**config.mk**
```make
export PLATFORM = sky130hd
export DESIGN_NAME = instr_prefetch_queue
export DESIGN_NICKNAME = d
export VERILOG_FILES = /design/src/rtl/pfq_pkg.sv /design/src/rtl/pfq_slot.sv /design/src/rtl/pfq_fetch_ctl.sv /design/src/rtl/instr_prefetch_queue.sv
export SDC_FILE = /design/constraint.sdc
export NUM_CORES = 1
export LEC_CHECK = 0
export BUFFER_PORTS_ARGS = -buffer_cell sky130_fd_sc_hd__buf_2
export CAP_MARGIN = 5
export CORE_ASPECT_RATIO = 1.2
export CORE_UTILIZATION = 52
export DETAILED_ROUTE_END_ITERATION = 12
export GPL_TIMING_DRIVEN = 0
export PLACE_DENSITY = 0.84
export SYNTH_ARGS = -nofsm -noshare
export SYNTH_HDL_FRONTEND = slang
export SYNTH_SLANG_ARGS = --single-unit
```
**constraint.sdc**
```tcl
create_clock -name clk -period 4.2 [get_ports clk]
set_input_delay 0.63 -clock clk [delete_from_list [all_inputs] [get_ports clk]]
set_output_delay 0.63 -clock clk [all_outputs]
set_load 0.02 [all_outputs]
```
**src/rtl/pfq_pkg.sv**
```systemverilog
package pfq_pkg;
   // index of each storage slot; the fill order follows the index
   typedef enum logic [0:0] {
      SLOT_OP  = 1'b0,
      SLOT_EXT = 1'b1
   } slot_e;

   localparam int unsigned NUM_SLOTS = 2;

   function automatic int unsigned word_bytes(input int unsigned word_w);
      return word_w / 8;
   endfunction
endpackage

```
**src/rtl/pfq_slot.sv**
```systemverilog
module pfq_slot #(
   parameter int unsigned WORD_W     = 16,
   parameter bit          CLEAR_DATA = 1'b1
) (
   input  logic              clk,
   input  logic              rst_n,
   input  logic              load,
   input  logic [WORD_W-1:0] din,
   input  logic              drop,
   output logic              valid,
   output logic [WORD_W-1:0] dout
);
   always_ff @(posedge clk or negedge rst_n) begin
      if (!rst_n)
         valid <= 1'b0;
      else if (drop)
         valid <= 1'b0;
      else if (load)
         valid <= 1'b1;
   end

   generate
      if (CLEAR_DATA) begin : g_clr
         always_ff @(posedge clk or negedge rst_n) begin
            if (!rst_n)
               dout <= '0;
            else if (drop)
               dout <= '0;
            else if (load)
               dout <= din;
         end
      end else begin : g_keep
         always_ff @(posedge clk) begin
            if (load && !drop)
               dout <= din;
         end
      end
   endgenerate
endmodule

```
**src/rtl/pfq_fetch_ctl.sv**
```systemverilog
module pfq_fetch_ctl #(
   parameter int unsigned          ADDR_W    = 24,
   parameter int unsigned          STEP      = 2,
   parameter logic [ADDR_W-1:0]    RESET_VEC = '0
) (
   input  logic              clk,
   input  logic              rst_n,
   input  logic              redirect,
   input  logic [ADDR_W-1:0] redirect_addr,
   input  logic              room,
   input  logic              ack,
   output logic              req,
   output logic [ADDR_W-1:0] addr,
   output logic              done
);
   localparam logic [ADDR_W-1:0] INC = ADDR_W'(STEP);

   assign req  = room;
   assign done = req && ack && !redirect;

   always_ff @(posedge clk or negedge rst_n) begin
      if (!rst_n)
         addr <= RESET_VEC;
      else if (redirect)
         addr <= redirect_addr;
      else if (done)
         addr <= addr + INC;
   end


   addr_step_chk: assert property (@(posedge clk) disable iff (!rst_n)
      (req && ack && !redirect) |=> (addr == $past(addr) + INC));


   addr_hold_chk: assert property (@(posedge clk) disable iff (!rst_n)
      (!(req && ack) && !redirect) |=> $stable(addr));
endmodule

```
**src/rtl/instr_prefetch_queue.sv**
```systemverilog
module instr_prefetch_queue
   import pfq_pkg::*;
#(
   parameter int unsigned       WORD_W     = 16,
   parameter int unsigned       ADDR_W     = 24,
   parameter logic [ADDR_W-1:0] RESET_VEC  = 24'h000400,
   parameter bit                CLEAR_DATA = 1'b1
) (
   input  logic              clk,
   input  logic              rst_n,
   input  logic              redirect,
   input  logic [ADDR_W-1:0] redirect_addr,
   input  logic              step_op,
   input  logic              take_ext,
   output logic              fetch_req,
   output logic [ADDR_W-1:0] fetch_addr,
   input  logic              fetch_ack,
   input  logic [WORD_W-1:0] fetch_data,
   output logic [WORD_W-1:0] op_word,
   output logic              op_valid,
   output logic [WORD_W-1:0] ext_word,
   output logic              ext_valid,
   output logic              stall
);
   localparam int unsigned STEP = word_bytes(WORD_W);

   generate
      if (WORD_W < 8 || (WORD_W % 8) != 0) begin : g_bad_width
         $error("WORD_W must be a whole number of bytes");
      end
      if (ADDR_W < 2 || ADDR_W > 64) begin : g_bad_addr
         $error("ADDR_W out of range");
      end
      if ((RESET_VEC % STEP) != 0) begin : g_bad_vec
         $error("RESET_VEC must be word aligned");
      end
   endgenerate

   logic              done;
   logic              step_ok, take_ok;
   logic              fill_op, fill_ext;
   logic              slot_load [NUM_SLOTS];
   logic              slot_drop [NUM_SLOTS];
   logic [WORD_W-1:0] slot_din  [NUM_SLOTS];
   logic              slot_vld  [NUM_SLOTS];
   logic [WORD_W-1:0] slot_dat  [NUM_SLOTS];

   assign op_valid  = slot_vld[SLOT_OP];
   assign ext_valid = slot_vld[SLOT_EXT];
   assign op_word   = slot_dat[SLOT_OP];
   assign ext_word  = slot_dat[SLOT_EXT];

   assign step_ok  = step_op && ext_valid && !redirect;
   assign take_ok  = take_ext && !step_op && ext_valid && !redirect;
   assign fill_op  = done && !op_valid;
   assign fill_ext = done && op_valid && !ext_valid;
   assign stall    = (step_op || take_ext) && !ext_valid;

   pfq_fetch_ctl #(
      .ADDR_W   (ADDR_W),
      .STEP     (STEP),
      .RESET_VEC(RESET_VEC)
   ) u_fetch (
      .clk          (clk),
      .rst_n        (rst_n),
      .redirect     (redirect),
      .redirect_addr(redirect_addr),
      .room         (!(op_valid && ext_valid)),
      .ack          (fetch_ack),
      .req          (fetch_req),
      .addr         (fetch_addr),
      .done         (done)
   );

   always_comb begin
      slot_load[SLOT_OP]  = fill_op || step_ok;
      slot_din[SLOT_OP]   = step_ok ? ext_word : fetch_data;
      slot_drop[SLOT_OP]  = redirect;
      slot_load[SLOT_EXT] = fill_ext;
      slot_din[SLOT_EXT]  = fetch_data;
      slot_drop[SLOT_EXT] = redirect || step_ok || take_ok;
   end

   for (genvar s = 0; s < NUM_SLOTS; s++) begin : g_slot
      pfq_slot #(
         .WORD_W    (WORD_W),
         .CLEAR_DATA(CLEAR_DATA)
      ) u_slot (
         .clk  (clk),
         .rst_n(rst_n),
         .load (slot_load[s]),
         .din  (slot_din[s]),
         .drop (slot_drop[s]),
         .valid(slot_vld[s]),
         .dout (slot_dat[s])
      );
   end


   one_outstanding_chk: assert property (@(posedge clk) disable iff (!rst_n)
      (op_valid && ext_valid) |-> !fetch_req);


   refill_req_chk: assert property (@(posedge clk) disable iff (!rst_n)
      !ext_valid |-> fetch_req);


   fill_order_chk: assert property (@(posedge clk) disable iff (!rst_n)
      ext_valid |-> op_valid);


   step_move_chk: assert property (@(posedge clk) disable iff (!rst_n)
      (step_op && ext_valid && !redirect) |=> (op_word == $past(ext_word)) && !ext_valid);


   stall_hold_chk: assert property (@(posedge clk) disable iff (!rst_n)
      (stall && op_valid && !redirect) |=> (op_word == $past(op_word)));


   redirect_chk: assert property (@(posedge clk) disable iff (!rst_n)
      redirect |=> !op_valid && !ext_valid && (fetch_addr == $past(redirect_addr)));
endmodule

```
# Yosys cells after proc, flatten, opt, wreduce, memory -nomap -nowiden
# Index checks and enable logic that the tools add are counted.
totals:
  out_inout_bits: 60
  inputBits: 46
  word_cells: 41
  ff_bits: 58
op_classes:
  muxes: 11
  addsub: 1
  n_reduce_logical: 24
op_table:
  columns: ["operator", "count"]
  rows:
  - ["16-bit 2-to-1 mux", 5]
  - ["24-bit 2-to-1 mux", 2]
  - ["24-bit by 2-bit adder with 24-bit output (second input constant)", 1]
  - ["1-bit logical AND", 12]
  - ["2-bit nonzero test", 3]
  - ["1-bit logical NOT", 5]
  - ["1-bit logical OR", 4]
  - ["1-bit 2-to-1 mux", 4]

# Longest topological paths before layout
logic_depth:
  depth_word: 8
  ltp_mapped: 7
  ltp_nobuf: 5

# Modules after synthesis
# A second synthesis with hierarchy kept.
unflattened:
  cells_unflattened: 293
  area_unflattened_um2: 3057.9
modules_own_cells:
  columns: ["module", "area_per_inst_um2", "instances", "cells_per_inst", "seq_area_each_um2"]
  rows:
  - ["pfq_slot", 694.4, 2, 55, 425.4]
  - ["pfq_fetch_ctl", 1385.1, 1, 156, 601.8]
  - ["instr_prefetch_queue", 284.0, 1, 27, 0.0]

# Least setup slack after synthesis
# Ideal clock, no wire load.
synth_timing:
  kind: "in2reg"
  start: "in redirect"
  end: "reg g_slot[1].u_slot.dout[10]"
  t_arrival_ps: 2023
  required_ps: 4079
  path_buffers: 2
  stages: 5
  setup_time_ps: 121
  slack_ps: 2056
  path_cell_list: "clkbuf_1 > nor3_1 > nor2_1 > clkbuf_1 > a22o_1"
synth_via:
  elab_chain_len: 5
  elab_cells_between_ends: 10
  classes_between: "mux (1); reduce/logical (9)"
synth_rtl:
  columns: ["element", "line", "source"]
  rows:
  - ["start, declared", "instr_prefetch_queue.sv:11", "input logic redirect,"]
  - ["1-bit logical NOT", "pfq_fetch_ctl.sv:19, instr_prefetch_queue.sv:53, instr_prefetch_queue.sv:54", null]
  - ["1-bit logical AND (on tied branches)", "instr_prefetch_queue.sv:53, pfq_fetch_ctl.sv:19", null]
  - ["1-bit logical OR or 1-bit logical AND (tied branches) (2 in series)", "instr_prefetch_queue.sv:81, instr_prefetch_queue.sv:56", null]
  - ["16-bit 2-to-1 mux or 2-bit nonzero test (tied branches)", null, null]
  - ["end signal, assigned", "pfq_slot.sv:30", "dout <= din;"]
  - ["end, declared", "pfq_slot.sv:11", "output logic [WORD_W-1:0] dout"]
# Parallel ways exist; a longest one is shown, timed or not.
# A chain may end at the register's enable or synchronous reset.

# Final worst setup path
layout_timing:
  start: "reg g_slot[1].u_slot.valid"
  end: "reg g_slot[1].u_slot.dout[8]"
layout_via:
  elab_chain_len: 7
  elab_cells_between_ends: 15
  classes_between: "mux (1); reduce/logical (14)"
layout_rtl:
  columns: ["element", "line", "source"]
  rows:
  - ["start, declared", "pfq_slot.sv:10", "output logic valid,"]
  - ["start signal, assigned", "pfq_slot.sv:15", "valid <= 1'b0;"]
  - ["start signal, assigned", "pfq_slot.sv:17", "valid <= 1'b0;"]
  - ["start signal, assigned", "pfq_slot.sv:19", "valid <= 1'b1;"]
  - ["1-bit logical AND", "instr_prefetch_queue.sv:68", ".room (!(op_valid && ext_valid)),"]
  - ["1-bit logical NOT", "instr_prefetch_queue.sv:68", null]
  - ["1-bit logical AND (2 in series)", "pfq_fetch_ctl.sv:19", "assign done = req && ack && !redirect;"]
  - ["1-bit logical AND (2 in series)", "instr_prefetch_queue.sv:56", "assign fill_ext = done && op_valid && !ext_valid;"]
  - ["2-bit nonzero test (no line)", null, null]
# Parallel ways exist; a longest one is shown, timed or not.

==> run summary <==
Final Net Count = 456
vias per cell = 5.82
slowest CP cell = nor3_1
top-count cell post-synth = dfrtp_1
All-Layer GR Usage = 27.7%
top cells by count, synth = 57 x dfrtp_1, 38 x nand2_1, 34 x nor2_1
power density cells = 395 nW/um^2
Lkg Pwr = 1.67 nW
Synth area leaders = dfrtp_1 52%, o21ai_0 5.5%, nand2_1 5.2%
Final Cycle Share = 56.3%
Finish-stage setup viols = 0
PortBufs = 104
WL per Instance = 15.1 um
Via Count = 2753
Worst VDD drop = 0.000195 V
Crit path largest cell delay = 0.78 ns
WL final = 7140 um
Final TNS setup = 0 ns
post-cts resize count = 0
Num CTS Buffers = 9
Max Root-Sink Buffers = 2
maxcap violations = 0
worst slew pin tran = 0.956 ns
initial DRC count = 233
I/O Pins = 106
crit path launch type = flip-flop
switching power = 415 uW
sequential share of the synthesized area = 53.0%
clock root cell = clkbuf_8
status = finished, final reports clean
first-pass GRT wire length = 11400 um
Hold Buf Count CTS = 0
GRT Residual Overflow = 0
DR WL met2 = 3590 um
vias in the first global route = 2588
Post-synth EDFFs = 0
Synth cell types = 33
Crit path arrival time = 2.58 ns
final worst path period need = 2.37 ns
flops & latches, synth = 58
critical path endpoint category = flip-flop
Syn Inst Count = 293
share of flip-flops with an asynchronous set or reset = 100%
ys flop type = dfrtp_1
Final Hold Viols = 0
Ys Warns = 0
pin count of the biggest net entering global routing = 59
Comb pwr share = 18.5%
Int Pwr = 984 uW
Worst Skew = 0.00533 ns
clk sink count = 58
Metal-1 WL = 2830 um
DR top layer = met4
clk_lat worst skew = 0.33 ns
post-synth net total = 340
Clk pwr share = 35.2%
layout cells sized above 1 = 31.2%
num rows = 28
Die Wd = 68.3 um
worst hold path class = in -> async
f_max = 423 MHz
Inst Count DP = 457
metal3 WL = 602 um
Max Transition Viols Final = 0
part of the power in registers = 46.4%
CTS tree = yes
TritonRoute pass-1 iters = 4
WS Path Type = reg -> reg
drt drc = 0
Critical Path, Cell by Cell = buf_2, nor3_1, nor2_1, clkbuf_1, a22o_1
synthesis-to-layout area growth = 29.5%
RSZ-0062 raised after global routing = false
HPWL after detailed placement = 5110 um
core area = 5010 um^2
share of the synthesized area in the top cell type = 52.1%
slew margin rel. = 35.8%
RePlAce Congestion = 0.780
non-filler cells, final = 473
antenna diode count = 0
Reg clk slew, reported paths = 0.06 ns
antenna viol nets, final = 0
initial antenna violation count = 0
WP data required = 4.42 ns
area leader, netlist = dfrtp_1
setup bufs post-CTS = 0
fill count = 416
Synth Cell Area = 2740 um^2
Max FO, Critical Path = 10
chip height = 81.5 um
Starting Density = 54.7%
Die Area = 5560 um^2
Net Sw Frac = 29.7%
H-tree depth = 3
Synth Area per Inst = 9.35 um^2
worst max-delay path, delay by kind of cell, from the launching register on:
| kind | cells | cell delay (ns) |
|---|---|---|
| buffers and inverters | 2 | 0.51 |
| and+or+nand+nor | 2 | 1.10 |
| DFF | 1 | 0.38 |
| AOI/OAI and AO/OA | 1 | 0.25 |
state kept, by name, summed over array words and instances (netlist names):
register,cells
g_slot.u_slot.dout,32
u_fetch.addr,24
g_slot.u_slot.valid,2
cells in the final DEF (no fill, tap or decap), types with 9 or more instances in the layout:
| master | netlist | layout |
|---|---|---|
| nand2_1 | 38 | 38 |
| nor2_1 | 34 | 34 |
| dfrtp_1 | 57 | 57 |
| or4_1 | 11 | 11 |
| buf_2 | 3 | 107 |
| clkbuf_8 | 0 | 10 |
| a22o_1 | 16 | 16 |
| clkbuf_1 | 15 | 17 |
| a21oi_1 | 17 | 17 |
| o21ai_0 | 30 | 30 |
| o31ai_1 | 10 | 10 |
| a31oi_1 | 12 | 12 |
| nand3_1 | 9 | 9 |
| xnor2_1 | 9 | 9 |
metal layers:
layer / up-vias / track usage (%)
li1: 1290 / -
met1: 1326 / 31.7
met2: 126 / 46.2
met3: 11 / 9.86
met4: 0 / 11.9
met5: - / 0
final timing paths:
check | cells past startpoint | slack, ns | start | end
min reg2reg | 1 | 0.52 | g_slot[1].u_slot.dout[5]$_DFFE_PN0P_ | g_slot[1].u_slot.dout[5]$_DFFE_PN0P_
max | 5 | 1.83 | g_slot[1].u_slot.valid$_DFFE_PN0P_ | g_slot[1].u_slot.dout[8]$_DFFE_PN0P_
min | 1 | 0.36 | rst_n | g_slot[0].u_slot.dout[1]$_DFFE_PN0P_
max in group asynchronous | 2 | 3.25 | rst_n | g_slot[1].u_slot.dout[15]$_DFFE_PN0P_
min in group clk | 3 | 0.50 | redirect_addr[7] | u_fetch.addr[7]$_DFFE_PN0P_
max reg2reg | 5 | 1.83 | g_slot[1].u_slot.valid$_DFFE_PN0P_ | g_slot[1].u_slot.dout[8]$_DFFE_PN0P_
per-stage QoR:
| stage | total power [mW] | hold slack [ns] | worst slack (ns) | util (%) | area (um^2) |
|---|---|---|---|---|---|
| floorplan | 0.802 | 0.334 | 2.06 | - | 2740 |
| global placement | 0.906 | 0.485 | 1.48 | 66.6 | 3330 |
| detailed placement | 0.913 | 0.504 | 1.51 | 66.6 | 3330 |
| CTS | 1.40 | 0.497 | 1.83 | 70.3 | 3520 |
| global route | 1.47 | 0.401 | 1.62 | 70.8 | 3550 |
| finish | 1.40 | 0.360 | 1.83 | 70.8 | 3550 |
cells by family after synthesis:
| kind of cell | after synthesis | synth area share [%] |
|---|---|---|
| simple gates | 110 | 18.8 |
| fa+ha+maj | 1 | 0.457 |
| xor+xnor | 10 | 3.20 |
| buf+inv | 23 | 3.29 |
| flops | 58 | 53.0 |
| mux | 2 | 0.777 |
| compound gates | 89 | 20.4 |
area by class of cell:
type	count	area [um^2]	area share, %
sequential	58	1450	41.0
multi-input combinational	212	1200	33.7
timing repair buffer	105	548	15.4
clock buffer	12	145	4.09
tap	60	75.1	2.12
buffer	18	71.3	2.01
clock inverter	3	40.0	1.13
inverter	5	18.8	0.529
power by group through the flow:
stage | Clock, mW | Sequential, mW | Combinational [mW]
6_report | 0.493 | 0.649 | 0.258
5_1_grt | 0.527 | 0.655 | 0.286
4_1_cts | 0.499 | 0.648 | 0.257
3_5_place_dp | 0 | 0.657 | 0.257
3_3_place_gp | 0 | 0.655 | 0.250
2_1_floorplan | 0 | 0.708 | 0.0937
(Power assumes the default switching activity.)
